<file path="src/rtl/uart_pkg.sv">
package uart_pkg;
  localparam int OSR = 16;

  typedef enum logic [1:0] {
    PAR_NONE = 2'd0,
    PAR_EVEN = 2'd1,
    PAR_ODD  = 2'd2,
    PAR_RSVD = 2'd3
  } parity_e;

  typedef enum logic [2:0] {
    S_IDLE, S_START, S_DATA, S_PAR, S_STOP
  } ser_state_e;

  function automatic logic parity_on(input logic nine, input logic [1:0] mode);
    return !nine && (mode == PAR_EVEN || mode == PAR_ODD);
  endfunction

  function automatic logic parity_of(input logic [7:0] d, input logic [1:0] mode);
    return (mode == PAR_ODD) ? ~^d : ^d;
  endfunction
endpackage

</file>
<file path="src/rtl/uart_baud_gen.sv">
module uart_baud_gen #(
  parameter int DIV_W = 16
) (
  input  logic             clk,
  input  logic             rst,
  input  logic [DIV_W-1:0] divisor,
  output logic             tick
);
  logic [DIV_W-1:0] cnt;

  always_ff @(posedge clk) begin
    if (rst) begin
      cnt  <= '0;
      tick <= 1'b0;
    end else if (cnt == '0) begin
      cnt  <= divisor;
      tick <= 1'b1;
    end else begin
      cnt  <= cnt - 1'b1;
      tick <= 1'b0;
    end
  end

  // a nonzero divisor leaves at least one idle cycle between ticks
  p_tick_spacing_r1: assert property (@(posedge clk) disable iff (rst)
    (tick && divisor != '0 && $stable(divisor)) |=> !tick);
endmodule

</file>
<file path="src/rtl/uart_fifo.sv">
module uart_fifo #(
  parameter int W     = 9,
  parameter int DEPTH = 4
) (
  input  logic         clk,
  input  logic         rst,
  input  logic         wr,
  input  logic [W-1:0] wdata,
  input  logic         rd,
  output logic [W-1:0] rdata,
  output logic         full,
  output logic         empty
);
  localparam int AW = (DEPTH > 1) ? $clog2(DEPTH) : 1;

  logic [W-1:0]  mem [DEPTH];
  logic [AW-1:0] wp, rp;
  logic [AW:0]   cnt;
  logic          wr_ok, rd_ok;

  function automatic logic [AW-1:0] bump(input logic [AW-1:0] p);
    return (p == AW'(DEPTH - 1)) ? '0 : p + 1'b1;
  endfunction

  assign full  = (cnt == (AW+1)'(DEPTH));
  assign empty = (cnt == '0);
  assign wr_ok = wr && !full;
  assign rd_ok = rd && !empty;
  assign rdata = mem[rp];

  always_ff @(posedge clk) begin
    if (wr_ok) mem[wp] <= wdata;
  end

  always_ff @(posedge clk) begin
    if (rst) begin
      wp  <= '0;
      rp  <= '0;
      cnt <= '0;
    end else begin
      if (wr_ok) wp <= bump(wp);
      if (rd_ok) rp <= bump(rp);
      case ({wr_ok, rd_ok})
        2'b10:   cnt <= cnt + 1'b1;
        2'b01:   cnt <= cnt - 1'b1;
        default: cnt <= cnt;
      endcase
    end
  end

  // a full buffer refuses a write that has no matching read
  p_no_overflow_r5: assert property (@(posedge clk) disable iff (rst)
    (full && wr && !rd) |=> full);
  p_count_bound_r6: assert property (@(posedge clk) disable iff (rst)
    cnt <= (AW+1)'(DEPTH));
endmodule

</file>
<file path="src/rtl/uart_tx.sv">
module uart_tx
  import uart_pkg::*;
(
  input  logic       clk,
  input  logic       rst,
  input  logic       tick,
  input  logic       nine,
  input  logic [1:0] parity,
  input  logic       two_stop,
  input  logic       buf_empty,
  input  logic [8:0] buf_data,
  output logic       buf_rd,
  output logic       line
);
  ser_state_e state;
  logic [8:0] sh;
  logic [3:0] tcnt;
  logic [3:0] idx;
  logic       stop_n;
  logic       par_bit;
  logic [3:0] last_idx;

  assign buf_rd   = (state == S_IDLE) && !buf_empty;
  assign last_idx = nine ? 4'd8 : 4'd7;

  always_ff @(posedge clk) begin
    if (rst) begin
      state   <= S_IDLE;
      line    <= 1'b1;
      sh      <= '0;
      tcnt    <= '0;
      idx     <= '0;
      stop_n  <= 1'b0;
      par_bit <= 1'b0;
    end else if (state == S_IDLE) begin
      line <= 1'b1;
      if (!buf_empty) begin
        sh      <= buf_data;
        par_bit <= parity_of(buf_data[7:0], parity);
        state   <= S_START;
        line    <= 1'b0;
        tcnt    <= '0;
      end
    end else if (tick) begin
      tcnt <= tcnt + 1'b1;
      if (tcnt == 4'd15) begin
        case (state)
          S_START: begin
            state <= S_DATA;
            idx   <= '0;
            line  <= sh[0];
          end
          S_DATA: begin
            if (idx == last_idx) begin
              if (parity_on(nine, parity)) begin
                state <= S_PAR;
                line  <= par_bit;
              end else begin
                state  <= S_STOP;
                stop_n <= 1'b0;
                line   <= 1'b1;
              end
            end else begin
              idx  <= idx + 1'b1;
              sh   <= sh >> 1;
              line <= sh[1];
            end
          end
          S_PAR: begin
            state  <= S_STOP;
            stop_n <= 1'b0;
            line   <= 1'b1;
          end
          default: begin
            if (two_stop && !stop_n) stop_n <= 1'b1;
            else                     state  <= S_IDLE;
          end
        endcase
      end
    end
  end

  // start bit is low, stop bits are high
  p_start_low_r2: assert property (@(posedge clk) disable iff (rst)
    (state == S_START) |-> !line);
  p_stop_high_r2: assert property (@(posedge clk) disable iff (rst)
    (state == S_STOP) |-> line);
endmodule

</file>
<file path="src/rtl/uart_rx.sv">
module uart_rx
  import uart_pkg::*;
(
  input  logic        clk,
  input  logic        rst,
  input  logic        tick,
  input  logic        rx_in,
  input  logic        nine,
  input  logic [1:0]  parity,
  input  logic        addr_mode,
  input  logic        ovr_clear,
  input  logic        buf_full,
  output logic        wr,
  output logic [10:0] wdata,
  output logic        overrun
);
  ser_state_e state;
  logic [3:0] tcnt;
  logic [3:0] idx;
  logic       s7, s8;
  logic [8:0] data;
  logic       par_rx;
  logic       vote;
  logic [8:0] word_c;
  logic       perr_c, keep_c, done_c;
  logic [3:0] last_idx;

  assign vote     = (s7 & s8) | (s7 & rx_in) | (s8 & rx_in);
  assign last_idx = nine ? 4'd8 : 4'd7;
  assign word_c   = nine ? data : {1'b0, data[8:1]};
  assign perr_c   = parity_on(nine, parity) && (par_rx != parity_of(word_c[7:0], parity));
  assign keep_c   = !addr_mode || word_c[8];
  assign done_c   = tick && (state == S_STOP) && (tcnt == 4'd9);

  always_ff @(posedge clk) begin
    if (rst) begin
      state   <= S_IDLE;
      tcnt    <= '0;
      idx     <= '0;
      s7      <= 1'b1;
      s8      <= 1'b1;
      data    <= '0;
      par_rx  <= 1'b0;
      wr      <= 1'b0;
      wdata   <= '0;
      overrun <= 1'b0;
    end else begin
      wr <= 1'b0;
      if (ovr_clear) overrun <= 1'b0;
      if (tick) begin
        if (state == S_IDLE) begin
          if (!rx_in) begin
            state <= S_START;
            tcnt  <= 4'd1;
          end
        end else begin
          tcnt <= tcnt + 1'b1;
          if (tcnt == 4'd7) s7 <= rx_in;
          if (tcnt == 4'd8) s8 <= rx_in;
          if (tcnt == 4'd9) begin
            case (state)
              S_START: if (vote) state <= S_IDLE;
              S_DATA:  data   <= {vote, data[8:1]};
              S_PAR:   par_rx <= vote;
              S_STOP: begin
                state <= S_IDLE;
                if (keep_c) begin
                  if (buf_full) overrun <= 1'b1;
                  else begin
                    wr    <= 1'b1;
                    wdata <= {word_c, perr_c, !vote};
                  end
                end
              end
              default: state <= S_IDLE;
            endcase
          end
          if (tcnt == 4'd15) begin
            case (state)
              S_START: begin
                state <= S_DATA;
                idx   <= '0;
              end
              S_DATA: begin
                if (idx == last_idx)
                  state <= parity_on(nine, parity) ? S_PAR : S_STOP;
                else
                  idx <= idx + 1'b1;
              end
              S_PAR:   state <= S_STOP;
              default: ;
            endcase
          end
        end
      end
    end
  end

  // a kept frame meeting a full buffer raises the sticky flag
  p_overrun_set_r6: assert property (@(posedge clk) disable iff (rst)
    (done_c && keep_c && buf_full && !ovr_clear) |=> overrun);
  // overrun holds until cleared
  p_overrun_sticky_r6: assert property (@(posedge clk) disable iff (rst)
    (overrun && !ovr_clear) |=> overrun);
  // in address-detect mode only words with the ninth bit set are written
  p_addr_store_r8: assert property (@(posedge clk) disable iff (rst)
    (wr && addr_mode && $stable(addr_mode)) |-> wdata[10]);
endmodule

</file>
<file path="src/rtl/uart_addr_xcvr.sv">
module uart_addr_xcvr #(
  parameter int DIV_W    = 16,
  parameter int TX_DEPTH = 4,
  parameter int RX_DEPTH = 4
) (
  input  logic             clk,
  input  logic             rst,
  input  logic [DIV_W-1:0] cfg_divisor,
  input  logic             cfg_nine_bit,
  input  logic [1:0]       cfg_parity,
  input  logic             cfg_two_stop,
  input  logic             cfg_addr_detect,
  input  logic             cfg_loopback,
  input  logic [8:0]       tx_data,
  input  logic             tx_write,
  output logic             tx_full,
  output logic             tx_irq,
  output logic [8:0]       rx_data,
  output logic             rx_perr,
  output logic             rx_ferr,
  input  logic             rx_read,
  output logic             rx_empty,
  output logic             rx_irq,
  output logic             rx_overrun,
  input  logic             ovr_clear,
  input  logic             rxd,
  output logic             txd
);
  localparam int RXW = 11;

  logic             tick;
  logic             nine_eff;
  logic             tx_empty, tx_rd, tx_line;
  logic [8:0]       tx_head;
  logic             rx_meta, rx_sync, rx_src;
  logic             rx_full, rx_wr;
  logic [RXW-1:0]   rx_wdata, rx_head;

  assign nine_eff = cfg_nine_bit | cfg_addr_detect;
  assign rx_src   = cfg_loopback ? tx_line : rxd;

  uart_baud_gen #(.DIV_W(DIV_W)) u_baud (
    .clk(clk), .rst(rst), .divisor(cfg_divisor), .tick(tick)
  );

  uart_fifo #(.W(9), .DEPTH(TX_DEPTH)) u_tx_buf (
    .clk(clk), .rst(rst), .wr(tx_write), .wdata(tx_data),
    .rd(tx_rd), .rdata(tx_head), .full(tx_full), .empty(tx_empty)
  );

  uart_tx u_tx (
    .clk(clk), .rst(rst), .tick(tick), .nine(nine_eff), .parity(cfg_parity),
    .two_stop(cfg_two_stop), .buf_empty(tx_empty), .buf_data(tx_head),
    .buf_rd(tx_rd), .line(tx_line)
  );

  always_ff @(posedge clk) begin
    if (rst) begin
      rx_meta <= 1'b1;
      rx_sync <= 1'b1;
    end else begin
      rx_meta <= rx_src;
      rx_sync <= rx_meta;
    end
  end

  uart_rx u_rx (
    .clk(clk), .rst(rst), .tick(tick), .rx_in(rx_sync), .nine(nine_eff),
    .parity(cfg_parity), .addr_mode(cfg_addr_detect), .ovr_clear(ovr_clear),
    .buf_full(rx_full), .wr(rx_wr), .wdata(rx_wdata), .overrun(rx_overrun)
  );

  uart_fifo #(.W(RXW), .DEPTH(RX_DEPTH)) u_rx_buf (
    .clk(clk), .rst(rst), .wr(rx_wr), .wdata(rx_wdata),
    .rd(rx_read), .rdata(rx_head), .full(rx_full), .empty(rx_empty)
  );

  assign rx_data = rx_head[10:2];
  assign rx_perr = rx_head[1];
  assign rx_ferr = rx_head[0];

  always_ff @(posedge clk) begin
    if (rst) begin
      txd    <= 1'b1;
      tx_irq <= 1'b0;
      rx_irq <= 1'b0;
    end else begin
      txd    <= cfg_loopback ? 1'b1 : tx_line;
      tx_irq <= !tx_full;
      rx_irq <= !rx_empty;
    end
  end

  // loopback keeps the external line idle
  p_loop_quiet_r10: assert property (@(posedge clk) disable iff (rst)
    cfg_loopback |=> txd);
  // interrupts track buffer state one cycle later
  p_rx_irq_r9: assert property (@(posedge clk) disable iff (rst)
    rx_empty |=> !rx_irq);
  p_tx_irq_r9: assert property (@(posedge clk) disable iff (rst)
    tx_full |=> !tx_irq);
endmodule

</file>
<file path="config.mk">
export PLATFORM = sky130hd
export DESIGN_NAME = uart_addr_xcvr
export DESIGN_NICKNAME = d
export VERILOG_FILES = /design/src/rtl/uart_pkg.sv /design/src/rtl/uart_baud_gen.sv /design/src/rtl/uart_fifo.sv /design/src/rtl/uart_tx.sv /design/src/rtl/uart_rx.sv /design/src/rtl/uart_addr_xcvr.sv
export SDC_FILE = /design/constraint.sdc
export NUM_CORES = 1
export LEC_CHECK = 0
export ABC_AREA = 1
export CAP_MARGIN = 10
export CORE_UTILIZATION = 40
export CTS_CLUSTER_SIZE = 28
export DETAILED_ROUTE_END_ITERATION = 12
export DONT_BUFFER_PORTS = 1
export PLACE_DENSITY = 0.65
export REMOVE_ABC_BUFFERS = 1
export SLEW_MARGIN = 5
export SYNTH_ARGS = -nofsm -noshare
export SYNTH_HDL_FRONTEND = slang
export SYNTH_SLANG_ARGS = --single-unit
</file>
<file path="constraint.sdc">
create_clock -name clk -period 2.2 [get_ports clk]
set_clock_uncertainty 0.2 [all_clocks]
set_input_delay 0.33 -clock clk [delete_from_list [all_inputs] [get_ports clk]]
set_output_delay 0.33 -clock clk [all_outputs]
set_load 0.1 [all_outputs]
</file>
==> reports/results.txt, run 1 <==
The area added between synthesis and finish works out to 21.6%. Counting instances, the worst hold path has a depth of 3. Cell repeated most along the worst path: sky130_fd_sc_hd__inv_1.

In the post-synthesis netlist, the biggest area contributors are sky130_fd_sc_hd__edfxtp_1 (29%), sky130_fd_sc_hd__dfxtp_1 (24%), sky130_fd_sc_hd__nand2_1 (9.1%). For this design, the sink count on the clock tree is 179. Across the run, the number of max-cap violations was 0. The logs give 2.22 ns for the arrival time reported for the critical path endpoint and 0.828 for the placer congestion estimate. The total track usage is 16.8%, and the clock latency reported for the late side of the worst-skew pair is 0.43 ns. Row generation in the floorplan step produced 52 rows.

For the pin with the worst max-slew slack, the measured transition is 0.496 ns. The H-tree was split into 4 levels. The flop-to-flop setup slack was 0.09 ns; the share of synthesized registers carrying an async set or reset was 0%.

At the end of the flow, the number of nets in the layout was 1094. Largest delay contributor family on the critical path: adder cells. The finished layout holds 1316 standard cells, fillers aside.

For the total instance count after detailed placement, the log shows 1252. Kind of launch point of the worst setup path: a flop. Static timing analysis puts the maximum clock frequency at 474 MHz.

Setup violations remaining at the end of the flow were counted as 0. The number of buffers and inverters on the critical path is 3, and the number of antenna violations at the first check in global routing is 0. STA puts the critical path data required time at 2.31 ns.

The top cell types in the final layout, fill and taps aside, are sky130_fd_sc_hd__nand2_1 (196), sky130_fd_sc_hd__inv_1 (104), sky130_fd_sc_hd__dfxtp_1 (98), sky130_fd_sc_hd__nor2_1 (95), sky130_fd_sc_hd__edfxtp_1 (80). The total overflow left after global routing is 0. Of all cell types, the one taking the most synthesized area is sky130_fd_sc_hd__edfxtp_1. The worst hold path begins at rst. Cell at the root of the clock tree: sky130_fd_sc_hd__clkbuf_16. The library cell used most frequently in the layout, excluding fill and tap cells, is sky130_fd_sc_hd__nand2_1.

Slowest stage cell on the critical path: sky130_fd_sc_hd__fa_1. The post-route clock period utilization was 95.8%; the floorplan die height was 146 um. In this run the worst path has a maximum fanout of 3.

The run gives 53.2% as the sequential area share after synthesis. The critical path is of the reg2reg type. Once the floorplan was initialized, standard cells occupied 40.7% of the core. The run gives 0 ns as the aggregate negative setup slack. The die is 146 um wide. For this design the ratio of total power to cell area is 1020 nW/um^2. Summing over every cut layer, the via total after detailed routing is 6411. Detailed placement ended at an HPWL of 11600 um. The hold violation total from the final report was 0; the number of clock buffers inserted by TritonCTS was 17. The category of the worst setup path capture point was a flop.

The final number of max-transition violations is 0, and the area of the die is 21200 um^2. The maximum buffer depth of the clock tree is 2. Counting every instance in the synthesized netlist gives 964. Worst hold path class: in2reg. Dividing the detail-routed wire length by the instance count gives 12.9 um.

The top cell type by area accounts for 29.1% of the synthesized area. On the worst path, the slowest cell contributes a delay of 0.46 ns. The run finished with clean final reports. For the number of fillers in the final layout, the log shows 1860.

The time the worst path needs with I/O delays and setup is 2.11 ns. Of the cells placed in the final design, the portion with a size suffix greater than 1 is 13.5%. Across all hold checks on the routed design, the worst slack comes to 0.0336 ns. In the routed layout, each cell is associated on average with a via count of 4.87. The number of routed nets with antenna violations was 0; the maximum ir drop on the vdd rail was 0.725 mV.

Terminus of the critical flop-to-flop path: u_rx_buf.cnt[2]. The register bit total from synthesis was 179; the final critical-path setup slack was 0.0920 ns. The number of synthesized flops with an enable pin was 80. The logic depth of the worst register-to-register path is 11, and the area of the mapped netlist is 8250 um^2.

For this run, design rule violations remaining after detail routing come to 0. 0 antenna diodes ended up in the layout. The first global-routing pass estimated 28600 um of wire. Yosys printed 0 warnings. The initial DRC count is 339. Count of port buffers added during placement: 0. The number of global-route vias before repair is 6013, and the worst max-slew margin expressed relative to the limit is 66.6%. The floorplan step defined a core boundary enclosing 20200 um^2. The number of different library cells used by synthesis comes to 50. TritonCTS built the clock tree. Walking the worst path, the cells encountered are inv_1, nor3_2, inv_1, nand2_1, ha_1, inv_1, fa_1, a21oi_2, o21ai_1, o21ai_1, a21oi_1.

After clock tree synthesis, the clock-pin slew on the worst setup and hold paths is 0.07 ns. For this run, the detailed router's first-pass iteration total came to 5. Worst reg2reg path startpoint: u_rx_buf.cnt[2]. The mean area per synthesized cell is 8.55 um^2. The run gives 4.03 nW as the cell leakage power.

Predominant post-synthesis flop cell: sky130_fd_sc_hd__dfxtp_1. The run gives 54 as the number of top-level pins. Wires add up to 17000 um. The tools report the maximum number of pins on one net before global-route repair as 49. Before CTS, the worst setup slack after placement is 0.0299 ns.
[routing by layer]
layer  vias up  GRT usage, %  share of wire [%]
li1       3366             -                  -
met1      2934          20.6                 46
met2        93          29.0                 50
met3        18          3.82                3.1
met4         0          5.84                1.3
met5         -             0                  0
[metrics by stage]
stage,total power [W],area [um^2],util [%]
after global routing,0.0109,10000,49.6
final,0.0102,10000,49.6
after global placement,0.00717,9090,44.9
after floorplan,0.00643,8100,-
after detailed placement,0.00722,9090,44.9
after CTS,0.0103,9990,49.4
[state kept, by name, indices dropped and copies added, names as in the netlist, 4 cells and up, named ones only]
signal	cells
u_rx.tcnt	4
u_tx.tcnt	4
u_tx.idx	4
u_rx.data	9
u_rx_buf.mem	44
u_tx_buf.mem	36
u_tx.sh	9
u_rx.wdata	11
u_rx.idx	4
u_baud.cnt	16
[synth_stat cells (all sizes together), types with 2 or more instances]
master	instances
clkinv	4
ha	21
a21oi	49
xnor2	4
o211ai	5
inv	124
a31oi	16
buf	9
o21bai	5
o21ai	104
edfxtp	80
clkbuf	22
nor3	16
nand3	42
nand3b	2
nor2	102
nand2	203
fa	2
nor3b	3
xor2	5
nor4	5
o31ai	2
o211a	2
nand4	4
a211oi	14
and3	2
o22ai	11
dfxtp	99
[power breakdown]
group	internal, W	total, W	switching [W]
clock	0.00159	0.00298	0.00138
combinational	0.00114	0.00315	0.00201
sequential	0.00383	0.00409	0.000255
total	0.00657	0.0102	0.00365
[final cells by class]
cell class                 instances  area, um^2  area share (%)
clock inverter                    14         146            1.46
inverter                         128         484            4.83
sequential                       179        4390            43.7
multi-input combinational        626        3340            33.3
tap                              270         338            3.37
timing repair buffer              82         910            9.07
clock buffer                      17         425            4.24
[repair_timing]
action / 4_1_cts / 5_1_grt
pin swaps: 0 / 2
hold endpoints to repair: 90 / 0
hold buffers: 32 / 0
gates resized for setup: 2 / 16
setup buffers: 0 / 1
endpoints found under the setup margin: 7 / 12
[cells by family after synthesis]
group | Yosys count | share of synthesized area [%]
flops | 179 | 53.2
compound gates | 214 | 14.7
simple gates | 380 | 19.9
buf+inv | 159 | 7.59
fa+ha+maj | 23 | 3.67
xor+xnor | 9 | 0.956
[worst reg2reg max path, cell delays in order (launching register included)]
cell and delay, ns:
sky130_fd_sc_hd__dfxtp_1 0.35, sky130_fd_sc_hd__inv_1 0.08, sky130_fd_sc_hd__nor3_2 0.14, sky130_fd_sc_hd__inv_1 0.08
sky130_fd_sc_hd__nand2_1 0.08, sky130_fd_sc_hd__ha_1 0.14, sky130_fd_sc_hd__inv_1 0.06, sky130_fd_sc_hd__fa_1 0.46
sky130_fd_sc_hd__a21oi_2 0.14, sky130_fd_sc_hd__o21ai_1 0.09, sky130_fd_sc_hd__o21ai_1 0.12, sky130_fd_sc_hd__a21oi_1 0.05
[worst max path at each step]
stage	from	to	slack, ns	depth (start not counted)
after global placement	u_rx_buf.cnt[2]	u_rx_buf.cnt[2]	0.06	11
after CTS	u_rx_buf.cnt[2]	u_rx_buf.cnt[2]	0.02	11
final	u_rx_buf.cnt[2]	u_rx_buf.cnt[2]	0.09	11
after global routing	u_rx_buf.cnt[2]	u_rx_buf.cnt[2]	-0.06	11
after detailed placement	u_rx_buf.cnt[2]	u_rx_buf.cnt[2]	0.03	11
after floorplan	u_tx_buf.cnt[2]	u_tx_buf.cnt[2]	-1.92	11
Note: power is estimated with default switching activity, not from simulation.
==> run 2, diff against run 1 <==
Settings changed: CELL_PAD_IN_SITES_DETAIL_PLACEMENT set to 0, CELL_PAD_IN_SITES_GLOBAL_PLACEMENT set to 2, CORE_UTILIZATION 40 to 35, MAX_ROUTING_LAYER set to met4, PLACE_DENSITY 0.65 to 0.84.
==> run 2 against run 1 <==
  * Die area grew 14%
  * Clock power grew 2%
  * Fmax is essentially flat
  * Utilization shrank 5.1 points
  * Final area grew 1.2%
  * Global-route usage shrank 0.51 points
==> reports/results.txt, run 2 (synthesis results as in run 1) <==
The number of vias per cell after detailed routing came out at 4.68 (-3.9%). The fmax came out at 474 MHz (about the same). The fraction of final layout cells with drive strength greater than 1 came out at 14.6% (+1.1 points). The number of failing setup endpoints in the final timing report is 0 (unchanged). The maximum number of pins on one net before global-route repair was 36 (-27%). The floorplan die height works out to 155 um (+6.8%). The cell internal power dissipation was 0.00652 W (-0.70%). The tools report the share of power burned in registers as 39.7% (-0.3 points).

The tools report the final standard cell area without fillers as 10200 um^2 (+1.2%). The number of clock sinks is 179 (unchanged). In the final layout, the registers with the most flip-flops are u_rx_buf.mem x44, u_tx_buf.mem x36, u_baud.cnt x16. The level count of the clock H-tree was 4 (unchanged); the aggregate negative setup slack was 0 ns (unchanged). The power density over the cells was 1020 nW/um^2 (-0.21%); the count of port buffers added during placement was 0 (unchanged). The power dissipated by switching net loads was 0.00380 W (+4.1%). The half-perimeter wire length of the detailed placement result came out at 12600 um (+8.3%). The area of the die came out at 24200 um^2 (+14%). The tree is rooted in a sky130_fd_sc_hd__clkbuf_16. The worst hold path class is in2reg.

Width of the die: 155 um (+6.8%). The library cells used most frequently in the layout, excluding fill and tap cells, are sky130_fd_sc_hd__nand2_1 (198), sky130_fd_sc_hd__inv_1 (102), sky130_fd_sc_hd__nor2_1 (96), sky130_fd_sc_hd__dfxtp_1 (95), sky130_fd_sc_hd__edfxtp_1 (80). STA classifies the critical path startpoint as a flop. The logs give 22800 um^2 (+13%) for the placeable core region and 0 (unchanged) for the number of antenna violations at the first check in global routing. Number of fillers in the final layout: 2277 (+22%). The first-pass iteration count of the detailed router was 4 (-1). For the arrival time reported for the critical path endpoint, the log shows 1.58 ns (-0.64 ns). The total track usage was 16.3% (-0.51 points).

The count of inserted antenna diode cells was 0 (unchanged). The placer congestion estimate is 0.784 (-5.3%), and the number of routed nets with antenna violations is 0 (unchanged). The switching share of power was 36.8% (+1.1 points); the clock-pin slew of the registers on the worst-case setup and hold paths was 0.08 ns (about the same).

Number of violations of the max-capacitance limit: 0 (unchanged). The flow ran to the end, and the final reports show no timing, DRC or antenna violations. The slew of the pin with the lowest slew margin works out to 0.555 ns (+0.0588 ns). The time the worst path needs with I/O delays and setup works out to 2.11 ns (-0.0000214 ns).

The largest fanout on the critical path works out to 22 (+19). The initial DRC count was 313 (-7.7%); the clock power share was 29.3% (+0.2 points). The tools report the worst max-slew margin expressed relative to the limit as 62.6% (-4.0 points).

The run gives 0.44 ns (about the same) as the clock latency reported for the late side of the worst-skew pair. Instance area after placement: 9190 um^2 (+1.1%). The overall via count from detail_route was 6419 (+0.12%). Ranked by flip-flop count, first place goes to u_rx_buf.mem.

The net count reported at finish is 1105 (+1.0%). For the cell leakage power, the log shows 4.09 nW (+1.4%). The critical path data required time was 1.67 ns (-0.64 ns). The logs give 30400 um (+6.3%) for the global-route wire length before repair and 55 (+5.8%) for the site row count. The run gives 2 (unchanged) as the maximum buffer depth of the clock tree. The number of global-route vias before repair came out at 6386 (+6.2%). The tools report the number of top-level pins as 54 (unchanged). Most common library cell in the layout ignoring fill and taps: sky130_fd_sc_hd__nand2_1. For the maximum ir drop on the vdd rail, the log shows 0.571 mV (-21%). The number of DRC violations after detailed routing is 0 (unchanged), and the flip-flop count of the largest register, all copies and words added is 44 (unchanged). TritonCTS built the clock tree. The power share of the combinational group was 31.0% (+0.2 points); the mean routed wirelength per cell was 13.0 um (+0.98%).

For the hold violation total from the final report, the log shows 0 (unchanged). The number of clock buffers inserted by TritonCTS came out at 17 (unchanged). The logs give 0 (unchanged) for the leftover overflow at the end of global routing and 36.1% (-4.7 points) for the effective utilization at floorplan.

The final number of max-transition violations was 0 (unchanged). The post-route clock period utilization was 95.8% (about the same); the area added between synthesis and finish was 23.1%. The category of the worst setup path capture point was a primary output. For the detailed-route wire length, the log shows 17900 um (+5.2%).

The critical path in this run is classified as reg2out.
[run 2: cell types whose count changed in the layout (fill, tap and decap cells not counted), moves of 3 or more]
cell,previous run,this run
sky130_fd_sc_hd__buf_4,34,48
sky130_fd_sc_hd__clkinv_8,1,4
sky130_fd_sc_hd__dfxtp_1,98,95
sky130_fd_sc_hd__dfxtp_2,1,4
[run 2: worst max-delay path, stage by stage (launching register included)]
cell and delay [ns]:
sky130_fd_sc_hd__dfxtp_1 0.32, sky130_fd_sc_hd__inv_1 0.05, sky130_fd_sc_hd__buf_4 0.23, sky130_fd_sc_hd__nor2_1 0.09
sky130_fd_sc_hd__o22ai_2 0.24, sky130_fd_sc_hd__buf_12 0.21
[run 2: final cells by class]
type	instances	area [um^2]	share of cell area, %
well taps	313	392	3.86
repair buffers	93	963	9.49
multi-input cells	626	3330	32.8
clock buffers	17	425	4.19
flip-flops and latches	179	4390	43.2
inverters	128	484	4.77
clock inverters	15	169	1.66
[run 2: power by group through the flow]
stage / Sequential (W) / Clock, W / Combinational [W]
3_3_place_gp: 0.00416 / 0 / 0.00313
3_5_place_dp: 0.00417 / 0 / 0.00316
5_1_grt: 0.00414 / 0.00322 / 0.00368
4_1_cts: 0.00410 / 0.00310 / 0.00324
6_report: 0.00410 / 0.00303 / 0.00320
2_1_floorplan: 0.00416 / 0 / 0.00226
[run 2: metal layers]
layer,vias to the layer above,wire length (um),global-route usage [%]
met5,-,0,-
met4,0,231,5.14
met3,14,407,2.90
met2,80,8390,26.5
met1,2933,8860,20.6
li1,3392,-,-
[run 2: through the flow]
stage / total power (W) / utilization (%) / setup slack [ns] / hold slack (ns) / std cells
after detailed placement: 0.00733 / 40.2 / -0.0554 / 0.208 / 1305
after global routing: 0.0110 / 44.4 / -0.0222 / 0.0912 / 1371
after floorplan: 0.00643 / - / -1.92 / 0.189 / 933
after CTS: 0.0104 / 44.3 / 0.0104 / 0.0548 / 1370
final: 0.0103 / 44.4 / 0.0920 / 0.0707 / 1371
after global placement: 0.00730 / 40.2 / 0.0120 / 0.213 / 1305
[run 2: worst paths after layout]
check | start | end | slack, ns | cells after the start
max | flop | rx_data[8] | 0.09 | 5
min | tx_write | u_tx_buf.wp[1] | 0.07 | 5
max reg2reg | u_tx.state[2] | u_tx_buf.cnt[2] | 0.12 | 12
min reg2reg | u_baud.cnt[0] | u_baud.cnt[0] | 0.23 | 1
[run 2: repair_timing]
| item | CTS | global route |
|---|---|---|
| endpoints found under the setup margin | 12 | 6 |
| pin swaps | 1 | 3 |
| hold buffers | 32 | 0 |
| resized for setup | 6 | 10 |
| endpoints found under the hold margin | 90 | 0 |
| buffers inserted | 1 | 1 |
==> run 3, diff against run 2 <==
Settings changed: PLACE_DENSITY 0.84 to 0.85, SYNTH_HIERARCHICAL set to 1.
==> run 3 against run 2 <==
  * Sequential power is 1% higher
  * Critical endpoint is now rx_data[1]
  * Worst setup slack better by 0.057 ns
  * Clock-buffer cell count did not move
==> reports/results.txt, run 3 <==
The run gives 4 (unchanged) as the level count of the clock H-tree. The met2 global-route usage came out at 26.6% (+0.088 points). In this run the most critical hold path is launched from rst. Net count reported at finish: 1221 (+10%). The global-route wire length before repair is 32100 um (+5.5%), and the width of the die is 162 um (+4.3%). The placer congestion estimate is 0.785 (+0.17%), and the slew of the pin with the lowest slew margin is 0.600 ns (+0.0454 ns). The worst slack after detailed placement is 0.0951 ns (+0.150 ns). The maximum buffer depth of the clock tree is 2 (unchanged), and the count of inserted antenna diode cells is 0 (unchanged).

For the number of violations of the max-capacitance limit, the log shows 0 (unchanged). The initial DRC count is 384 (+23%). Compared with the post-synthesis result, the final layout area differs by 19.0%. The mean routed wirelength per cell is 12.7 um (-2.9%), and the met3 usage in global routing is 3.14% (+0.24 points).

The tools report the worst max-slew margin expressed relative to the limit as 60.0% (-2.7 points). The flip-flop count of the largest register, all copies and words added was 44 (unchanged). The total instance count after detailed placement is 1435 (+10%). The cell leakage power was 4.35 nW (+6.3%); the area of the mapped netlist was 8970 um^2 (+8.8%). For the placeable core region, the log shows 25200 um^2 (+10%). The commonest cells after synthesis are sky130_fd_sc_hd__nand2_1 (258), sky130_fd_sc_hd__nor2_1 (124), sky130_fd_sc_hd__inv_1 (114), sky130_fd_sc_hd__dfxtp_1 (99), sky130_fd_sc_hd__edfxtp_1 (80).

The number of failing setup endpoints in the final timing report came out at 0 (unchanged). The detailed-route wire length is 19000 um (+6.4%), and the power density over the cells is 1160 nW/um^2 (+15%). The floorplan die height was 162 um (+4.3%). The most critical setup path has its endpoint at rx_data[1].

The critical path is of the reg2out type. The arrival time reported for the critical path endpoint came out at 1.52 ns (-0.06 ns). The register bit total from synthesis was 179 (unchanged).

The flop-to-flop setup slack is 0.23 ns (+0.11 ns). In the synthesized netlist the dominant register cell turns out to be sky130_fd_sc_hd__dfxtp_1. Leaving out fill and tap cells, the most frequent cell in the layout is sky130_fd_sc_hd__nand2_1. The final number of max-transition violations is 0 (unchanged).

The worst reg2reg path startpoint was u_tx_buf/cnt[1]. The path class of the tightest hold or removal check is in2reg. The area share of the largest cell type after synthesis is 26.8% (-2.4 points). The number of antenna violations at the first check in global routing is 0 (unchanged). The half-perimeter wire length of the detailed placement result was 13200 um (+5.1%).

The sequential area share after synthesis came out at 48.8% (-4.3 points). Setup repair after global routing left no endpoint under its margin. Count of port buffers added during placement: 0 (unchanged).

The cell type contributing the most total cell area after synthesis is sky130_fd_sc_hd__edfxtp_1. The category of the worst setup path capture point was a primary output. The clock-pin slew of the registers on the worst-case setup and hold paths came out at 0.08 ns (about the same). The number of vias per cell after detailed routing came out at 4.66 (-0.57%). The most flop-heavy register was u_rx_buf/mem.

The maximum ir drop on the vdd rail is 0.712 mV (+25%), and the met1 usage is 19.3% (-1.2 points). The tools report the number of clock sinks as 179 (unchanged). The fmax came out at 487 MHz (+2.8%).

The maximum number of pins on one net before global-route repair was 38 (+5.6%); the logic depth of the worst register-to-register path was 10 (-2). Cell at the root of the clock tree: sky130_fd_sc_hd__clkbuf_16. The run gives 6577 (+3.0%) as the number of global-route vias before repair.

The mean area per synthesized cell came out at 8.23 um^2 (-3.8%). The fraction of final layout cells with drive strength greater than 1 works out to 15.3% (+0.79 points). The run gives 44 (-12%) as the count of distinct cell types in the synthesized netlist.

The largest registers in the layout are u_rx_buf/mem x44, u_tx_buf/mem x36, u_baud/cnt x16. The number of synthesized flops with an enable pin was 80 (unchanged); the number of routed nets with antenna violations was 0 (unchanged). The total track usage is 15.9% (-0.45 points), and the post-route clock period utilization is 93.2% (-2.6 points). The hold violation total from the final report is 0 (unchanged), and the filler-free cell count of the finished design is 1503 (+9.6%). Critical path data required time: 1.67 ns (about the same). The run gives 26300 um^2 (+8.7%) as the area of the die. The largest fanout on the critical path was 22 (unchanged); the number of clock buffers inserted by TritonCTS was 17 (unchanged).

TritonCTS built the clock tree. The number of top-level pins was 54 (unchanged). The worst setup path is launched from a flop. The post-synthesis instance total was 1091 (+13%); the effective utilization at floorplan was 35.6% (-0.45 points). The share of synthesized registers carrying an async set or reset is 0% (unchanged).

The tools report the number of DRC violations after detailed routing as 0 (unchanged). Site row count: 58 (+5.5%). The number of fillers in the final layout came out at 2520 (+11%). The total number of yosys warnings is 6 (+6), and the overall via count from detail_route is 6997 (+9.0%). In the post-synthesis netlist, the biggest area contributors are sky130_fd_sc_hd__edfxtp_1 (27%), sky130_fd_sc_hd__dfxtp_1 (22%), sky130_fd_sc_hd__nand2_1 (11%). The tools report the terminus of the critical flop-to-flop path as u_tx_buf/cnt[1].

The run gives 5 (+1) as the first-pass iteration count of the detailed router. The flow ran to the end, and the final reports show no timing, DRC or antenna violations. The final critical-path setup slack was 0.149 ns (+0.0565 ns). For the clock latency reported for the late side of the worst-skew pair, the log shows 0.43 ns (about the same). Library cell with the highest instance count after synthesis: sky130_fd_sc_hd__nand2_1. The global routing stage identified its most utilized layer as met2.

Time the worst path needs with I/O delays and setup: 2.05 ns (-0.0565 ns). The library cells used most frequently in the layout, excluding fill and tap cells, are sky130_fd_sc_hd__nand2_1 (256), sky130_fd_sc_hd__nor2_1 (124), sky130_fd_sc_hd__inv_1 (113), sky130_fd_sc_hd__dfxtp_1 (95), sky130_fd_sc_hd__edfxtp_1 (80). The tools report the leftover overflow at the end of global routing as 0 (unchanged).
-- run 3: cells by family (layout without fill, tap and decap cells) --
group | Yosys count | count (layout) | share of synthesized area, %
and+or+nand+nor | 531 | 531 | 26.5
DFF | 179 | 179 | 48.8
AOI/OAI and AO/OA | 187 | 187 | 11.8
buffers and inverters | 159 | 241 | 8.20
adders and majority gates | 24 | 24 | 3.51
xor gates and xnor gates | 11 | 11 | 1.07
-- run 3: timing repair --
action                                  CTS  global route
resized for setup                         0            15
setup buffers                             0             1
hold buffers                             35             0
hold endpoints to repair                106             0
endpoints found under the setup margin    0            17
-- run 3: final cells by class --
class	count	area, um^2	share of cell area, %
clock inverters	15	165	1.55
flip-flops and latches	179	4390	41.1
multi-input cells	753	3940	36.9
repair buffers	77	838	7.85
well taps	330	413	3.87
clock buffers	17	425	3.98
inverters	132	505	4.73
-- run 3: power by group --
part	switching [W]	leakage (nW)	total (W)	internal, W
registers	0.000279	1.54	0.00414	0.00386
logic	0.00338	2.52	0.00529	0.00191
clock network	0.00148	0.290	0.00301	0.00153
-- run 3: layer usage --
layer	wire length, um	share of wire, %
met5	0	0
met4	176	0.92
met3	553	2.9
met2	9250	49
met1	9050	48
-- run 3: worst min path at each step --
stage	to	slack [ns]	cells past startpoint
2_1_floorplan	rx_sync	0.18	1
3_3_place_gp	rx_sync	0.20	1
3_5_place_dp	rx_sync	0.19	1
4_1_cts	u_baud/cnt[7]	0.03	3
5_1_grt	u_baud/cnt[11]	0.07	3
6_report	u_baud/cnt[7]	0.04	3
-- run 3: per-stage QoR --
| stage | cell area [um^2] | TNS, ns | util (%) | power (W) | hold WS [ns] |
|---|---|---|---|---|---|
| 2_1_floorplan | 8740 | -7.13 | - | 0.00805 | 0.183 |
| 3_3_place_gp | 9680 | 0 | 38.4 | 0.00935 | 0.196 |
| 3_5_place_dp | 9680 | 0 | 38.4 | 0.00938 | 0.189 |
| 4_1_cts | 10600 | 0 | 42.2 | 0.0125 | 0.0314 |
| 5_1_grt | 10700 | 0 | 42.4 | 0.0134 | 0.0720 |
| 6_report | 10700 | 0 | 42.4 | 0.0124 | 0.0390 |
-- run 3: critical path, stage by stage (launching register included) --
cell and delay (ns):
sky130_fd_sc_hd__dfxtp_2 0.38, sky130_fd_sc_hd__buf_12 0.17, sky130_fd_sc_hd__o21ai_0 0.12, sky130_fd_sc_hd__o22ai_2 0.22, sky130_fd_sc_hd__buf_12 0.21
